`src/rtl/xdiv_pkg.sv`:
```
package xdiv_pkg;

    typedef enum logic [1:0] {
        ST_IDLE  = 2'd0,
        ST_SETUP = 2'd1,
        ST_ITER  = 2'd2,
        ST_FIX   = 2'd3
    } xdiv_state_e;

endpackage

```
`src/rtl/xdiv_abs.sv`:
```
module xdiv_abs #(
    parameter int WIDTH = 32
) (
    input  logic [WIDTH-1:0] val_i,
    input  logic             neg_i,
    output logic [WIDTH-1:0] mag_o
);
    // Two's-complement negation when the operand is negative in signed mode.
    assign mag_o = neg_i ? (~val_i + 1'b1) : val_i;
endmodule

```
`src/rtl/xdiv_lzc.sv`:
```
module xdiv_lzc #(
    parameter int WIDTH = 32,
    parameter int CW    = $clog2(WIDTH + 1)
) (
    input  logic [WIDTH-1:0] val_i,
    output logic [CW-1:0]    lz_o
);
    // Scan upward; the highest set bit overwrites earlier hits.
    always_comb begin
        lz_o = CW'(WIDTH);
        for (int i = 0; i < WIDTH; i++) begin
            if (val_i[i]) begin
                lz_o = CW'(WIDTH - 1 - i);
            end
        end
    end
endmodule

```
`src/rtl/xdiv_step.sv`:
```
module xdiv_step #(
    parameter int WIDTH = 32
) (
    input  logic [WIDTH-1:0] rem_i,
    input  logic             bit_i,
    input  logic [WIDTH-1:0] dsr_i,
    output logic [WIDTH-1:0] rem_o,
    output logic             qbit_o
);
    logic [WIDTH:0] trial;
    logic [WIDTH:0] diff;

    // One restoring step: bring in the next dividend bit, subtract if it fits.
    always_comb begin
        trial  = {rem_i, bit_i};
        diff   = trial - {1'b0, dsr_i};
        qbit_o = (trial >= {1'b0, dsr_i});
        rem_o  = qbit_o ? diff[WIDTH-1:0] : trial[WIDTH-1:0];
    end
endmodule

```
`src/rtl/xdiv_unit.sv`:
```
module xdiv_unit #(
    parameter int WIDTH = 32
) (
    input  logic             clk,
    input  logic             rst_n,
    input  logic             start_i,
    input  logic             signed_i,
    input  logic [WIDTH-1:0] dividend_i,
    input  logic [WIDTH-1:0] divisor_i,
    output logic             busy_o,
    output logic             done_o,
    output logic [WIDTH-1:0] quotient_o,
    output logic [WIDTH-1:0] remainder_o
);
    import xdiv_pkg::*;

    localparam int CW = $clog2(WIDTH + 1);

    typedef struct packed {
        xdiv_state_e      st;
        logic [WIDTH-1:0] dvd;    // raw dividend, then pre-shifted magnitude
        logic [WIDTH-1:0] dsr;    // raw divisor, then magnitude
        logic [WIDTH-1:0] quo;
        logic [WIDTH-1:0] rem;
        logic [CW-1:0]    cnt;    // iterations left
        logic             sgn;
        logic             neg_q;
        logic             neg_r;
    } xdiv_regs_t;

    xdiv_regs_t r_q, r_d;

    logic             neg_a, neg_b, div_zero;
    logic [WIDTH-1:0] mag_a, mag_b;
    logic [CW-1:0]    lz_a, shamt, iters;
    logic [WIDTH-1:0] step_rem;
    logic             step_qbit;
    logic [WIDTH-1:0] fix_quo, fix_rem;

    // Setup datapath: magnitudes and leading-zero count of the dividend.
    assign neg_a    = r_q.sgn & r_q.dvd[WIDTH-1];
    assign neg_b    = r_q.sgn & r_q.dsr[WIDTH-1];
    assign div_zero = (r_q.dsr == '0);

    xdiv_abs #(.WIDTH(WIDTH)) u_abs_a (.val_i(r_q.dvd), .neg_i(neg_a), .mag_o(mag_a));
    xdiv_abs #(.WIDTH(WIDTH)) u_abs_b (.val_i(r_q.dsr), .neg_i(neg_b), .mag_o(mag_b));

    xdiv_lzc #(.WIDTH(WIDTH), .CW(CW)) u_lzc (.val_i(mag_a), .lz_o(lz_a));

    // A zero divisor runs the full length so its timing is fixed.
    assign shamt = div_zero ? '0 : lz_a;
    assign iters = div_zero ? CW'(WIDTH) : (CW'(WIDTH) - lz_a);

    xdiv_step #(.WIDTH(WIDTH)) u_step (
        .rem_i  (r_q.rem),
        .bit_i  (r_q.dvd[WIDTH-1]),
        .dsr_i  (r_q.dsr),
        .rem_o  (step_rem),
        .qbit_o (step_qbit)
    );

    // Sign restoration; once written back with flags cleared it is a pass-through.
    xdiv_abs #(.WIDTH(WIDTH)) u_fix_q (.val_i(r_q.quo), .neg_i(r_q.neg_q), .mag_o(fix_quo));
    xdiv_abs #(.WIDTH(WIDTH)) u_fix_r (.val_i(r_q.rem), .neg_i(r_q.neg_r), .mag_o(fix_rem));

    always_comb begin
        r_d = r_q;
        unique case (r_q.st)
            ST_IDLE: begin
                if (start_i) begin
                    r_d.st  = ST_SETUP;
                    r_d.dvd = dividend_i;
                    r_d.dsr = divisor_i;
                    r_d.sgn = signed_i;
                end
            end
            ST_SETUP: begin
                r_d.dvd   = mag_a << shamt;
                r_d.dsr   = mag_b;
                r_d.quo   = '0;
                r_d.rem   = '0;
                r_d.cnt   = iters;
                r_d.neg_q = (neg_a ^ neg_b) & ~div_zero;
                r_d.neg_r = neg_a;
                r_d.st    = (iters == '0) ? ST_FIX : ST_ITER;
            end
            ST_ITER: begin
                r_d.rem = step_rem;
                r_d.quo = {r_q.quo[WIDTH-2:0], step_qbit};
                r_d.dvd = r_q.dvd << 1;
                r_d.cnt = r_q.cnt - 1'b1;
                if (r_q.cnt == CW'(1)) begin
                    r_d.st = ST_FIX;
                end
            end
            ST_FIX: begin
                r_d.quo   = fix_quo;
                r_d.rem   = fix_rem;
                r_d.neg_q = 1'b0;
                r_d.neg_r = 1'b0;
                r_d.st    = ST_IDLE;
            end
            default: r_d.st = ST_IDLE;
        endcase
    end

    always_ff @(posedge clk or negedge rst_n) begin
        if (!rst_n) begin
            r_q <= '0;
        end else begin
            r_q <= r_d;
        end
    end

    assign busy_o      = (r_q.st != ST_IDLE);
    assign done_o      = (r_q.st == ST_FIX);
    assign quotient_o  = fix_quo;
    assign remainder_o = fix_rem;

endmodule

```
`config.mk`:
```
export PLATFORM = sky130hd
export DESIGN_NAME = xdiv_unit
export DESIGN_NICKNAME = d
export VERILOG_FILES = /design/src/rtl/xdiv_pkg.sv /design/src/rtl/xdiv_abs.sv /design/src/rtl/xdiv_lzc.sv /design/src/rtl/xdiv_step.sv /design/src/rtl/xdiv_unit.sv
export SDC_FILE = /design/constraint.sdc
export NUM_CORES = 1
export LEC_CHECK = 0
export BUFFER_PORTS_ARGS = -buffer_cell sky130_fd_sc_hd__buf_4
export CORE_MARGIN = 10
export CORE_UTILIZATION = 55
export CTS_CLUSTER_SIZE = 25
export DETAILED_ROUTE_END_ITERATION = 10
export HOLD_SLACK_MARGIN = 0.02
export PLACE_DENSITY = 0.75
export REMOVE_ABC_BUFFERS = 1
export SETUP_SLACK_MARGIN = 0.5
export SLEW_MARGIN = 20
export SYNTH_ARGS = -nofsm -noshare
export SYNTH_HDL_FRONTEND = slang
export SYNTH_SLANG_ARGS = --single-unit
```
`constraint.sdc`:
```
create_clock -name clk -period 4.8 [get_ports clk]
set_input_delay 0.48 -clock clk [delete_from_list [all_inputs] [get_ports clk]]
set_output_delay 0.48 -clock clk [all_outputs]
set_load 0.02 [all_outputs]
```
==> results by group <==
Status
  • Status: complete, no violations

Drt
  • Vias/cell: 6.74
  • DRT Wirelength: 55300 um
  • Via count: 16011
  • Drt wl/cell: 23.3 um
  • DRT antenna net count: 0
  • Detailed Route Iter0 Violations: 2137
  • Detailed Routing Iterations Pass 1: 7
  • Drt drc: 0

Cells and area
  • N_diodes: 0
  • Area delta synth->final: 28.4%
  • Nets: 2146
  • Most frequent cells in the layout: buf_4 (299), nand2_1 (171), o21ai_0 (159)
  • Biggest regs: r_q (139)
  • Layout cells sized above 1: 0.280
  • Reg with most FFs: r_q
  • Final Cell Area: 0.0181 mm^2
  • Commonest non-fill, non-tap cell in the layout: buf_4
  • Fill count: 1993
  • Post-Layout Cell Count: 2376
  • Max FFs per register: 139

Timing
  • Slew Viols, Final: 0
  • RSZ-0062 raised after global routing: true
  • Count of final setup violators: 0
  • Post-route clock period utilization: 0.955
  • Clock Skew: 0.0224 ns
  • Count of final hold-check violations: 0
  • Worst Tran Pin Value: 1.21 ns
  • Maximum clock frequency: 218 MHz
  • Worst rel slew slack: 0.188
  • Period minus WS final: 4.59 ns
  • Setup ws final: 0.214 ns

Global route
  • First-pass GRT wire length: 83200 um
  • Global route total overflow: 0
  • Total GRT Usage: 0.312
  • Largest net degree at the start of global routing: 85
  • Number of global-route vias before repair: 14813
  • Antenna violations before repair: 1

Floorplan
  • Die Wd: 180 um
  • Core ar.: 0.0253 mm^2
  • # IOs: 134
  • Die area: 0.0325 mm^2
  • # rows: 58
  • Starting Density: 0.559
  • Die Span Y: 180 um

Critical path
  • Critical path data arrival time: 4.96 ns
  • Critical setup path kind: register to register
  • Crit path top cell by count: buf_4
  • Critical-path maximum fanout: 6
  • Worst-case reg-to-reg path depth: 19
  • CP Data Required Time: 5.18 ns
  • Max incr delay on CP: 0.58 ns
  • CP Launch Type: register
  • Endpoint type of the worst setup path: register
  • Crit-path slowest cell: or4_4
  • CP Cell Sequence: or4_4, buf_4, o31ai_1, xnor2_1, a21oi_1, a2111oi_2, buf_4, a2111oi_4, o211ai_2, a21oi_4, buf_8, buf_6, mux2i_1, buf_4, mux2i_4, mux2i_4, mux2i_1, buf_4, o21ai_2

Clocking
  • CTS root buffer: clkbuf_16
  • Num Clock Sinks: 139
  • CTS tree: built
  • Clock buffer count from CTS: 17
  • CTS clock-pin slew for the worst setup and hold paths: 0.08 ns
  • Clock latency on the worst-skew pair: 0.46 ns
  • Clock Path Buffers: 2
  • H-tree levels: 4

Placed design
  • Dpl cells: 2266
  • DP Wirelength: 39300 um
  • DP Area: 0.0158 mm^2
  • Setup WS pre-CTS: 0.128 ns
  • PortBufs: 133
  • Routability cong.: 1.02

Yosys
  • Synth cell types: 105
  • Synth Register Bits: 139
  • Synth Area per Inst: 7.75 um^2
  • Post-synth ARST share: 1.00
  • Top area cells in the synthesized netlist: dfrtp_1 (25%), o21ai_0 (6.2%), mux2i_1 (5.5%)
  • Post-synth EDFFs: 0
  • Yosys warnings: 0
  • Post-synth top flop: dfrtp_1
  • Post-synthesis cell area: 0.0141 mm^2
  • Post-Synthesis Cells: 1823
  • Yosys top cell area share: 0.246
  • Post-synthesis sequential area ratio: 0.246
  • Yosys top cell by area: dfrtp_1

Min path
  • Hold path depth: 3
  • Hold WC Path Type: input port to register

Run
  • Max-cap check violation count: 0
-- final cells by class --
cell class | instances | area, um^2 | area share
repair buffers | 323 | 2610 | 0.144
clock buffers | 17 | 425 | 0.0235
inverters | 68 | 258 | 0.0142
multi-input cells | 1484 | 10800 | 0.594
flip-flops and latches | 139 | 3490 | 0.193
well taps | 330 | 413 | 0.0228
clock inverters | 15 | 166 | 0.00918
-- synthesized netlist by cell type, drive strengths merged (5+ instances only) --
master	count
o21ai	184
nand2	181
a21oi	150
dfrtp	139
nor2	123
clkbuf	98
xnor2	88
mux2i	83
inv	68
a22oi	65
nand3	53
nor3	53
ha	44
or3	39
o31ai	35
buf	34
xor2	33
o22ai	32
nor4	25
a21o	21
a211oi	20
nand4	19
or4	18
a31oi	16
mux2	15
nand2b	15
o211ai	15
o41ai	13
and3	12
a211o	10
a221oi	10
and2	10
or2	8
o21bai	7
a41oi	6
nor3b	6
nand3b	5
nor4b	5
o31a	5
-- cells by family (layout without fill, tap and decap cells) --
family | Yosys count | count (layout) | synth area share
multiplexers | 99 | 99 | 0.0767
AND/OR/NAND/NOR | 585 | 585 | 0.207
XOR/XNOR | 121 | 121 | 0.0766
AO/OA/AOI/OAI | 634 | 634 | 0.291
adder cells (fa/ha/maj) | 45 | 45 | 0.0404
flip-flops | 139 | 139 | 0.246
buffers and inverters | 200 | 423 | 0.0619
-- critical path: cells and delay by family (launching register included) --
kind                      cells  cell delay (ns)
AOI/OAI and AO/OA             7             1.61
buffers and inverters         6             0.99
DFF                           1             0.46
xor gates and xnor gates      1             0.19
and+or+nand+nor               1             0.58
muxes                         4             0.70
-- repair_timing --
item	4_1_cts	5_1_grt
hold buffers	1	0
pin swaps	25	60
buffers inserted	36	38
hold endpoints to repair	51	0
resized for setup	60	160
cloned	0	3
endpoints found under the setup margin	50	53
-- stage by stage --
step,TNS [ns],utilization,hold WS (ns)
2_1_floorplan,-45.73,-,0.184
3_3_place_gp,0,0.627,0.471
3_5_place_dp,0,0.627,0.475
4_1_cts,0,0.674,0.239
5_1_grt,0,0.718,0.279
6_report,0,0.718,0.235
-- layer usage --
layer  track usage  part of all wire  vias up
li1              -                 -     7195
met1         0.399              0.39     7705
met2         0.493              0.46      931
met3        0.0631             0.099      180
met4         0.151             0.050        0
met5             0                 0        -
-- final timing paths --
check	slack, ns	to	from
max	0.21	r_q[136]	r_q[107]
min	0.23	r_q[73]	divisor_i[0]
max reg2reg	0.21	r_q[136]	r_q[107]
min reg2reg	0.53	r_q[74]	r_q[74]
max in group asynchronous	3.10	r_q[0]	rst_n
min in group asynchronous	0.54	r_q[56]	rst_n
Power is left out: the tool's default activity adds up to more than one toggle a clock period on the data nets, which glitch-free logic cannot reach.
